File: src/rtl/mmu_pkg.sv
package mmu_pkg;

    localparam int PNUM_W = 7;

    typedef enum logic [2:0] {
        OP_NOP     = 3'd0,
        OP_ALLOC   = 3'd1,
        OP_RESET   = 3'd2,
        OP_RX_DROP = 3'd3,
        OP_RX_FREE = 3'd4,
        OP_FREE    = 3'd5,
        OP_TX_PUSH = 3'd6,
        OP_TX_CLR  = 3'd7
    } op_e;

    typedef struct packed {
        logic              empty;
        logic [PNUM_W-1:0] head;
    } qstat_t;

endpackage

File: src/rtl/page_finder.sv
module page_finder #(
    parameter int NUM_PAGES = 32,
    localparam int PG_W   = $clog2(NUM_PAGES),
    localparam int NEED_W = PG_W + 1
) (
    input  logic [NUM_PAGES-1:0] free_map,
    input  logic [NEED_W-1:0]    need,
    output logic                 found,
    output logic [PG_W-1:0]      start
);

    logic ok;

    always_comb begin
        found = 1'b0;
        start = '0;
        ok    = 1'b0;
        for (int s = NUM_PAGES - 1; s >= 0; s--) begin
            ok = (s + int'(need)) <= NUM_PAGES;
            for (int j = 0; j < NUM_PAGES; j++) begin
                if (j >= s && j < s + int'(need) && !free_map[j]) ok = 1'b0;
            end
            if (ok) begin
                found = 1'b1;
                start = PG_W'(s);
            end
        end
    end

endmodule

File: src/rtl/pkt_queue.sv
module pkt_queue #(
    parameter int DEPTH = 8,
    parameter int W     = 7,
    localparam int AW   = $clog2(DEPTH),
    localparam int CW   = AW + 1
) (
    input  logic         clk,
    input  logic         rst,
    input  logic         clear,
    input  logic         push,
    input  logic [W-1:0] push_data,
    input  logic         pop,
    output logic [W-1:0] head,
    output logic         empty,
    output logic         full
);

    logic [W-1:0]  mem [DEPTH];
    logic [AW-1:0] wp, rp;
    logic [CW-1:0] cnt;
    logic          do_push, do_pop;

    assign empty   = (cnt == '0);
    assign full    = (cnt == CW'(DEPTH));
    assign do_push = push && !full;
    assign do_pop  = pop && !empty;
    assign head    = empty ? '0 : mem[rp];

    always_ff @(posedge clk) begin
        if (rst || clear) begin
            wp  <= '0;
            rp  <= '0;
            cnt <= '0;
        end else begin
            if (do_push) begin
                mem[wp] <= push_data;
                wp <= (wp == AW'(DEPTH - 1)) ? '0 : wp + 1'b1;
            end
            if (do_pop) rp <= (rp == AW'(DEPTH - 1)) ? '0 : rp + 1'b1;
            case ({do_push, do_pop})
                2'b10:   cnt <= cnt + 1'b1;
                2'b01:   cnt <= cnt - 1'b1;
                default: cnt <= cnt;
            endcase
        end
    end

    // the caller must never push into a full queue
    assert_no_overflow_R7: assert property (@(posedge clk) disable iff (rst)
        !(push && full));

    // the caller must never pop an empty queue
    assert_no_underflow_R9: assert property (@(posedge clk) disable iff (rst)
        !(pop && empty));

endmodule

File: src/rtl/pkt_page_mmu.sv
module pkt_page_mmu
    import mmu_pkg::*;
#(
    parameter int NUM_PAGES   = 32,
    parameter int NUM_SLOTS   = 16,
    parameter int QDEPTH      = 8,
    parameter int BUSY_CYCLES = 4,
    localparam int PG_W   = $clog2(NUM_PAGES),
    localparam int NEED_W = PG_W + 1,
    localparam int SLOT_W = $clog2(NUM_SLOTS),
    localparam int BUSY_W = $clog2(BUSY_CYCLES + 1)
) (
    input  logic              clk,
    input  logic              rst,
    input  logic              cmd_we,
    input  logic [7:0]        cmd_wdata,
    input  logic [PNUM_W-1:0] pkt_sel,
    input  logic              rx_req,
    input  logic [PG_W-1:0]   rx_pages_m1,
    output logic [7:0]        cmd_rdata,
    output logic [7:0]        alloc_result,
    output logic              alloc_done,
    output logic [15:0]       fifo_status,
    output logic [15:0]       mem_info,
    output logic              rx_ack,
    output logic              rx_fail,
    output logic [PNUM_W-1:0] rx_pnum
);

    logic [NUM_PAGES-1:0] free_map;
    logic [NUM_SLOTS-1:0] slot_valid;
    logic [PG_W-1:0]      slot_start [NUM_SLOTS];
    logic [NEED_W-1:0]    slot_cnt   [NUM_SLOTS];
    logic [BUSY_W-1:0]    busy_cnt;
    logic                 busy;

    op_e                  op;
    logic                 host_go, rx_go, rst_all;
    logic [NEED_W-1:0]    need;
    logic                 fit_found;
    logic [PG_W-1:0]      fit_start;
    logic                 slot_ok;
    logic [SLOT_W-1:0]    slot_idx;
    logic                 alloc_ok;
    logic [SLOT_W-1:0]    sel_idx, rxh_idx;
    logic                 sel_ok, rxh_ok;

    logic                 txq_push, txq_clear, txq_empty, txq_full;
    logic                 rxq_push, rxq_pop, rxq_empty, rxq_full;
    logic [PNUM_W-1:0]    txq_head, rxq_head;
    qstat_t               tx_st, rx_st;

    function automatic logic [NUM_PAGES-1:0] run_mask(input logic [PG_W-1:0] st,
                                                      input logic [NEED_W-1:0] n);
        logic [NUM_PAGES-1:0] m;
        for (int k = 0; k < NUM_PAGES; k++)
            m[k] = (k >= int'(st)) && (k < int'(st) + int'(n));
        return m;
    endfunction

    assign busy    = (busy_cnt != '0);
    assign op      = op_e'(cmd_wdata[7:5]);
    assign host_go = cmd_we && !busy;
    assign rx_go   = rx_req && !busy && !cmd_we;
    assign rst_all = host_go && (op == OP_RESET);
    assign need    = host_go ? NEED_W'(cmd_wdata[PG_W-1:0]) + NEED_W'(1)
                             : NEED_W'(rx_pages_m1) + NEED_W'(1);

    page_finder #(.NUM_PAGES(NUM_PAGES)) u_finder (
        .free_map (free_map),
        .need     (need),
        .found    (fit_found),
        .start    (fit_start)
    );

    always_comb begin
        slot_ok  = 1'b0;
        slot_idx = '0;
        for (int i = NUM_SLOTS - 1; i >= 0; i--) begin
            if (!slot_valid[i]) begin
                slot_ok  = 1'b1;
                slot_idx = SLOT_W'(i);
            end
        end
    end

    assign alloc_ok = fit_found && slot_ok;
    assign sel_idx  = pkt_sel[SLOT_W-1:0];
    assign sel_ok   = (int'(pkt_sel) < NUM_SLOTS) && slot_valid[sel_idx];
    assign rxh_idx  = rxq_head[SLOT_W-1:0];
    assign rxh_ok   = !rxq_empty && slot_valid[rxh_idx];

    assign txq_push  = host_go && (op == OP_TX_PUSH) && sel_ok && !txq_full;
    assign txq_clear = rst_all || (host_go && (op == OP_TX_CLR));
    assign rxq_push  = rx_go && alloc_ok && !rxq_full;
    assign rxq_pop   = host_go && ((op == OP_RX_DROP) || (op == OP_RX_FREE)) && !rxq_empty;

    pkt_queue #(.DEPTH(QDEPTH), .W(PNUM_W)) u_txq (
        .clk(clk), .rst(rst), .clear(txq_clear),
        .push(txq_push), .push_data(pkt_sel), .pop(1'b0),
        .head(txq_head), .empty(txq_empty), .full(txq_full)
    );

    pkt_queue #(.DEPTH(QDEPTH), .W(PNUM_W)) u_rxq (
        .clk(clk), .rst(rst), .clear(rst_all),
        .push(rxq_push), .push_data(PNUM_W'(slot_idx)), .pop(rxq_pop),
        .head(rxq_head), .empty(rxq_empty), .full(rxq_full)
    );

    always_ff @(posedge clk) begin
        if (rst || rst_all) begin
            free_map     <= '1;
            slot_valid   <= '0;
            alloc_result <= '0;
            alloc_done   <= 1'b0;
            rx_ack       <= 1'b0;
            rx_fail      <= 1'b0;
            rx_pnum      <= '0;
            busy_cnt     <= '0;
        end else begin
            alloc_done <= 1'b0;
            rx_ack     <= 1'b0;
            if (busy) busy_cnt <= busy_cnt - 1'b1;
            if (host_go) begin
                case (op)
                    OP_ALLOC: begin
                        if (alloc_ok) begin
                            free_map             <= free_map & ~run_mask(fit_start, need);
                            slot_valid[slot_idx] <= 1'b1;
                            slot_start[slot_idx] <= fit_start;
                            slot_cnt[slot_idx]   <= need;
                            alloc_result         <= {1'b0, PNUM_W'(slot_idx)};
                            alloc_done           <= 1'b1;
                        end else begin
                            alloc_result <= 8'h80;
                        end
                    end
                    OP_FREE: begin
                        busy_cnt <= BUSY_W'(BUSY_CYCLES);
                        if (sel_ok) begin
                            free_map            <= free_map | run_mask(slot_start[sel_idx], slot_cnt[sel_idx]);
                            slot_valid[sel_idx] <= 1'b0;
                        end
                    end
                    OP_RX_FREE: begin
                        busy_cnt <= BUSY_W'(BUSY_CYCLES);
                        if (rxh_ok) begin
                            free_map            <= free_map | run_mask(slot_start[rxh_idx], slot_cnt[rxh_idx]);
                            slot_valid[rxh_idx] <= 1'b0;
                        end
                    end
                    default: ;
                endcase
            end else if (rx_go) begin
                rx_ack <= 1'b1;
                if (alloc_ok && !rxq_full) begin
                    free_map             <= free_map & ~run_mask(fit_start, need);
                    slot_valid[slot_idx] <= 1'b1;
                    slot_start[slot_idx] <= fit_start;
                    slot_cnt[slot_idx]   <= need;
                    rx_fail              <= 1'b0;
                    rx_pnum              <= PNUM_W'(slot_idx);
                end else begin
                    rx_fail <= 1'b1;
                    rx_pnum <= '0;
                end
            end
        end
    end

    assign tx_st       = '{empty: txq_empty, head: txq_head};
    assign rx_st       = '{empty: rxq_empty, head: rxq_head};
    assign fifo_status = {rx_st, tx_st};
    assign mem_info    = {8'($countones(free_map)), 8'(NUM_PAGES)};
    assign cmd_rdata   = {7'b0, busy};

    // a failed host allocation leaves the page map as it was
    assert_fail_keeps_map_R4: assert property (@(posedge clk) disable iff (rst)
        (host_go && op == OP_ALLOC && !fit_found) |=> $stable(free_map));

    // the done event only accompanies a successful result
    assert_done_means_ok_R3: assert property (@(posedge clk) disable iff (rst)
        alloc_done |-> !alloc_result[7]);

    // a command written while busy changes neither map, queues nor result
    assert_busy_ignores_R6: assert property (@(posedge clk) disable iff (rst)
        (busy && cmd_we) |=> ($stable(free_map) && $stable(fifo_status) && $stable(alloc_result)));

    // no allocation can complete in a busy window
    assert_busy_blocks_alloc_R6: assert property (@(posedge clk) disable iff (rst)
        busy |-> !alloc_done);

    // a granted receive request leaves the receive queue non-empty
    assert_rx_grant_queued_R8: assert property (@(posedge clk) disable iff (rst)
        (rx_ack && !rx_fail) |-> !fifo_status[15]);

    // free pages never exceed the total
    assert_free_bound_R12: assert property (@(posedge clk) disable iff (rst)
        mem_info[15:8] <= mem_info[7:0]);

endmodule

File: config.mk
export PLATFORM = sky130hd
export DESIGN_NAME = pkt_page_mmu
export DESIGN_NICKNAME = d
export VERILOG_FILES = /design/src/rtl/mmu_pkg.sv /design/src/rtl/page_finder.sv /design/src/rtl/pkt_queue.sv /design/src/rtl/pkt_page_mmu.sv
export SDC_FILE = /design/constraint.sdc
export NUM_CORES = 1
export LEC_CHECK = 0
export BUFFER_PORTS_ARGS = -buffer_cell sky130_fd_sc_hd__buf_2
export CAP_MARGIN = 20
export CELL_PAD_IN_SITES_DETAIL_PLACEMENT = 1
export CELL_PAD_IN_SITES_GLOBAL_PLACEMENT = 2
export CORE_MARGIN = 5
export CORE_UTILIZATION = 34
export DETAILED_ROUTE_END_ITERATION = 12
export GPL_ROUTABILITY_DRIVEN = 0
export PLACE_DENSITY_LB_ADDON = 0.12
export SKIP_LAST_GASP = 1
export SYNTH_ARGS = -nofsm -noshare
export SYNTH_HDL_FRONTEND = slang
export SYNTH_SLANG_ARGS = --single-unit
File: constraint.sdc
create_clock -name clk -period 8.35 [get_ports clk]
set_input_delay 0.835 -clock clk [delete_from_list [all_inputs] [get_ports clk]]
set_output_delay 0.835 -clock clk [all_outputs]
set_load 0.05 [all_outputs]
==> flow_summary.toml, run 1 <==
[timing]
timing.final.crit_share_pct = 97.27
slew_headroom_pct = 14.63
fin_ws_ps = 228.4
finalHoldViolCount = 0
period_needed_ps = 8122
setup_viol = 0
tightestPinTransition_ps = 1245
rsz0062_at_grt = "false"
skew_ps = 38.18
timing.fmax_mhz = 123.1
slew_violations = 0

[worst_hold_path]
min_from = "alloc_result[3]"
hold_path.class = "reg -> reg"

[placed_design]
pre_cts_slack_ps = -129.6
portBuffers = 55
place_hpwl_um = 111100

[drt]
firstDrtPassIters = 8
postRouteAntennaNets = 0
drc_errors = 0
finalWirelength_um = 155100
dr_total_vias = 31030
via_per_inst = 7.010
drtIter0Drc = 4066
detail_route.wl_per_cell_um = 35.03

[worst_setup_path]
rr_startpoint = "busy_cnt[0]"
crit_path_start_kind = "register"
cp-startpoint = "busy_cnt[0]"
crit_fanout = 23
critPathArrivalTime_ps = 8620
crit_family = "compound AO/OA/AOI/OAI gates"
cpPeakStageDelay_ps = 920
crit_slowest_cell = "nor4_1"
critPathKind = "reg -> reg"
endpoint_kind = "register"
cp_num_buf_inv = 4
cp_data_required_time_ps = 8850

[floorplan]
core_mm2 = 0.07913
initial_utilization_pct = 34.31
io_pins = 82
die-area_mm2 = 0.08560
die_h_um = 292.6
die_w_um = 292.6
num_rows = 103

[grt]
overflow = 0
grt_pass1_wl_um = 221100
grt_start_max_net_pins = 99
grt_pass1_vias = 31130
grt_use_total_pct = 34.18
antenna_found_initial = 11

[synth]
synth.avg_cell_area_um2 = 8.282
syn_inst = 3278
synth_area_leaders = "edfxtp_1, dfxtp_1, nand2_1"
syn_area_mm2 = 0.02715
yosysUniqueCellTypes = 118
yosysWarningCount = 0
synthFlopType = "edfxtp_1"
synth-edff-count = 215
async_reset_ff_share_pct = 0
synth_seq_cells = 298
synth_area_leader_cell = "edfxtp_1"
synth_top_cell_area_share_pct = 23.78
synth_seq_area_share_pct = 29.90

[cells_and_area]
area_growth_pct = 12.97
final_common_cell = "nand2_1"
finalNetCount = 3454
most-common-layout-cells = "nand2_1, buf_4, a21oi_1"
final.fill_count = 9403
drive_gt1_share_pct = 15.92

[cts]
root_buffer = "clkbuf_16"
cts_hold_buf = 0
clock_path_buffers = 3
cts_buffers = 31
cts_tree = "done"
path_clk_slew_ps = 60
clk_latency_ps = 600
cts.sinks = 298
htreeDepth = 1

[flow_run]
max_cap_violations = 0

[outcome]
status = "finished clean"
[worst register-to-register path: stages, from the launching register on]
cell and delay (ps):
dfxtp_1 320, inv_1 80, ha_2 350, nand3b_2 210
a21o_1 230, buf_4 210, ha_1 370, inv_1 180
nor4_1 920, nor4_1 270, nor2_1 220, buf_4 280
o21ai_0 130, a2111oi_0 620, nand4_1 320, nand3b_1 240
a221oi_1 90, o221ai_1 240, a21oi_2 120, o211a_4 250
ha_1 320, a21o_1 170, o31a_1 300, o31ai_1 370
a21oi_1 180, o221a_1 320, or4_1 560, a31oi_1 170
[per-stage QoR]
| step | utilization (%) | TNS [ps] | hold WS (ps) | instance area [µm²] | cells |
|---|---|---|---|---|---|
| after global placement | 37.44 | 0 | 440.7 | 29620 | 4365 |
| after detailed placement | 37.44 | -189.6 | 452.3 | 29620 | 4365 |
| final | 38.76 | 0 | 457.7 | 30670 | 4427 |
| after global routing | 38.75 | 0 | 450.2 | 30660 | 4423 |
| after CTS | 38.67 | 0 | 443.8 | 30600 | 4420 |
| after floorplan | - | 0 | 443.8 | 27260 | 3302 |
[flip-flops by register name, summed over array words and instances, names as in the netlist, named ones only]
register,count
alloc_result,5
rx_pnum,4
u_rxq.rp,3
rx_fail,1
u_rxq.mem,32
slot_cnt,96
u_rxq.cnt,4
u_txq.mem,7
u_txq.cnt,4
alloc_done,1
u_txq.wp,3
free_map,32
rx_ack,1
u_rxq.wp,3
slot_start,80
busy_cnt,3
slot_valid,16
[final timing paths]
kind                endpoint  slack [ps]  cells past startpoint
max             free_map[20]         230                     27
min          alloc_result[3]         460                      2
max reg2reg     free_map[20]         230                     27
min reg2reg  alloc_result[3]         460                      2
[final cells by class]
| class | instances | area, µm² | share of cell area [%] |
|---|---|---|---|
| Clock buffer | 37 | 798.3 | 2.603 |
| Multi-Input combinational cell | 2577 | 17340 | 56.55 |
| Sequential cell | 298 | 8119 | 26.47 |
| Inverter | 116 | 445.4 | 1.452 |
| Antenna cell | 4 | 10.01 | 0.03264 |
| Tap cell | 1050 | 1314 | 4.284 |
| Clock inverter | 18 | 172.7 | 0.5630 |
| Timing Repair Buffer | 327 | 2466 | 8.041 |
[routing by layer]
layer  share of wire (%)  wire length (µm)  GRT usage, %  vias up
li1                    -                 -             -    12770
met1                  38             59460         43.07    15450
met2                  43             67220         53.06     2064
met3                 9.9             15390         7.650      736
met4                 8.3             12940         21.89       12
met5               0.044                68             0        -
[cell usage after synthesis, types with 26 or more instances]
cell,count
o22ai_1,54
a21oi_1,262
xnor2_1,29
dfxtp_1,83
mux4_2,68
nand4_1,35
and3_1,40
o31ai_1,38
fa_1,28
edfxtp_1,215
nand3_1,153
and2_1,33
inv_1,98
nand2_1,418
a311oi_1,36
nor3_1,75
nor4_1,28
buf_2,37
a221oi_1,31
o21ai_0,185
clkbuf_1,197
or3_1,29
nor2b_1,26
a211oi_1,75
buf_4,43
a31oi_1,81
o211ai_1,41
o221ai_1,38
nor2_1,217
buf_1,28
a22oi_1,27
ha_1,51
[timing repair]
item / CTS / global route
cloned: 0 / 1
pin swaps: 0 / 1
resized for setup: 1 / 10
endpoints found under the setup margin: 1 / 32
buffers inserted: 0 / 2
[logic make-up (layout without fill, tap and decap cells)]
| kind of cell | count (synthesis) | in the layout | synth area share, % |
|---|---|---|---|
| flops | 298 | 298 | 29.90 |
| mux | 101 | 101 | 6.991 |
| fa+ha+maj | 85 | 85 | 4.636 |
| compound gates | 1158 | 1158 | 29.37 |
| other cells | 2 | 30 | 0.02766 |
| buf+inv | 427 | 498 | 6.853 |
| simple gates | 1167 | 1167 | 20.73 |
| xor+xnor | 40 | 40 | 1.489 |
Power of run 1 is left out: the tool's default activity adds up to more than one toggle a clock period on the data nets, which glitch-free logic cannot reach.
==> run 2: changes to the inputs <==
--- a/config.mk
+++ b/config.mk
@@ -5,6 +5,7 @@
 export SDC_FILE = /design/constraint.sdc
 export NUM_CORES = 1
 export LEC_CHECK = 0
+export ABC_AREA = 1
 export BUFFER_PORTS_ARGS = -buffer_cell sky130_fd_sc_hd__buf_2
 export CAP_MARGIN = 20
 export CELL_PAD_IN_SITES_DETAIL_PLACEMENT = 1
==> flow_summary.toml, run 2 <==
[outcome]
status = "finished clean"

[synth]
yosysWarningCount = 0
synth_area_leaders = "edfxtp_1, nand2_1, dfxtp_1"
synth_seq_area_share_pct = 33.55
synth_area_leader_cell = "edfxtp_1"
syn_area_mm2 = 0.02420
yosysUniqueCellTypes = 70
synthFlopType = "edfxtp_1"
synth-edff-count = 215
synth_top_cell_area_share_pct = 26.68
synth_seq_cells = 298
async_reset_ff_share_pct = 0
synth_common_cells = "nand2_1, nor2_1, inv_1, o21ai_0, edfxtp_1"
synth.avg_cell_area_um2 = 7.165
syn_inst = 3377
synth_most_common_cell = "nand2_1"

[drt]
finalWirelength_um = 136100
dr_total_vias = 28110
detail_route.wl_per_cell_um = 30.84
drtIter0Drc = 3133
firstDrtPassIters = 7
postRouteAntennaNets = 0
via_per_inst = 6.372
drc_errors = 0

[timing]
timing.setup.tns_ps = 0
skew_ps = 23.05
setup_viol = 0
tightestPinTransition_ps = 1252
slew_violations = 0
period_needed_ps = 7887
timing.final.crit_share_pct = 94.46
finalHoldViolCount = 0
rsz0062_at_grt = "false"
timing.fmax_mhz = 126.8
slew_headroom_pct = 16.46

[floorplan]
io_pins = 82
die_w_um = 276.8
initial_utilization_pct = 34.43
die_h_um = 276.8
core_mm2 = 0.07027
die-area_mm2 = 0.07660
num_rows = 97

[grt]
grt_use_total_pct = 33.51
grt_pass1_wl_um = 195000
grt_start_max_net_pins = 42
antenna_found_initial = 5
grt_pass1_vias = 28180
overflow = 0

[cts]
cts_hold_buf = 0
cts_buffers = 36
clk_latency_ps = 560
path_clk_slew_ps = 60
cts_tree = "done"
clock_path_buffers = 3
htreeDepth = 2
root_buffer = "clkbuf_16"
cts.sinks = 298

[cells_and_area]
area_growth_pct = 11.98
most-common-layout-cells = "nand2_1, inv_1, nor2_1"
drive_gt1_share_pct = 11.53
regMostFlops = "slot_cnt"
finalNetCount = 3545
final_common_cell = "nand2_1"
top_regs = "slot_cnt: 96 flops, slot_start: 80 flops"
largest_reg_flops = 96

[flow_run]
max_cap_violations = 0

[worst_setup_path]
endpoint_kind = "register"
cp_num_buf_inv = 8
critPathArrivalTime_ps = 8300
crit_path_start_kind = "register"
critPathKind = "reg -> reg"
rr_startpoint = "busy_cnt[0]"
cpPeakStageDelay_ps = 380
crit_family = "simple AND/OR/NAND/NOR gates"
cp_data_required_time_ps = 8760
crit_top_cell = "nand2_1"
cp-startpoint = "busy_cnt[0]"
crit_fanout = 25
crit_slowest_cell = "fa_1"

[placed_design]
place_hpwl_um = 99120
portBuffers = 55

[worst_hold_path]
min_from = "rx_fail"
hold_path.class = "reg -> reg"
run 2: changes by cell type in the layout (fill, tap and decap cells not counted), sizes merged, moves of 53 or more:
cell | before | now
a21oi | 263 | 170
buf | 326 | 180
a211oi | 77 | 24
o21ai | 192 | 339
inv | 106 | 432
o22ai | 54 | 127
mux4 | 68 | 0
a31oi | 81 | 21
nand2 | 419 | 667
nor2 | 218 | 396
run 2: layout make-up:
| cell class | instances | area [µm²] |
|---|---|---|
| inverter | 439 | 1652 |
| clock buffer | 48 | 965.9 |
| tap | 940 | 1176 |
| antenna | 2 | 5.005 |
| sequential | 298 | 8118 |
| timing repair buffer | 181 | 1247 |
| multi-input combinational | 2486 | 13700 |
| clock inverter | 18 | 234.0 |
| fill | 8768 | 43180 |
run 2: path summary, 6_finish.rpt:
| path | endpoint | slack [ps] | cells past startpoint |
|---|---|---|---|
| setup / recovery | free_map[19] | 460 | 49 |
| setup reg to reg | free_map[19] | 460 | 49 |
| hold reg to reg | rx_fail | 460 | 2 |
| hold / removal | rx_fail | 460 | 2 |
run 2: what timing repair did:
item | CTS | global route
setup buffers | 0 | 0
setup endpoints to repair | 0 | 3
resized for setup | 0 | 4
run 2: cells by family after synthesis:
group,share of synthesized area [%]
DFF,33.55
other,0.03104
adders and majority gates,4.954
xor gates and xnor gates,0.4292
and+or+nand+nor,25.45
buffers and inverters,10.41
AOI/OAI and AO/OA,25.18
run 2: stage by stage:
stage | hold slack (ps) | setup WS, ps | instance area (µm²) | util (%) | instances
finish | 456.5 | 462.6 | 27090 | 38.56 | 4412
global route | 461.6 | 45.08 | 27090 | 38.55 | 4410
CTS | 443.7 | 504.7 | 27050 | 38.50 | 4408
detailed placement | 447.7 | 321.3 | 25850 | 36.79 | 4342
global placement | 431.8 | 360.5 | 25850 | 36.79 | 4342
floorplan | 441.4 | 1242 | 24290 | - | 3401
run 2: per-layer routing:
metal  routed length (µm)  vias up  GRT usage, %
li1                     -    12010             -
met1                52770    13810         42.28
met2                59710     1737         52.72
met3                12840      550         6.921
met4                10750        2         20.64
met5                   13        -             0
run 2: worst register-to-register path, delay by kind of cell (launching register included):
family                   cells  cell delay (ps)
AO/OA/AOI/OAI                3              530
XOR/XNOR                     1              240
flip-flops                   1              300
adder cells (fa/ha/maj)      4             1220
buffers and inverters        8             1010
AND/OR/NAND/NOR             33             4480
Power of run 2 is left out for the same reason.
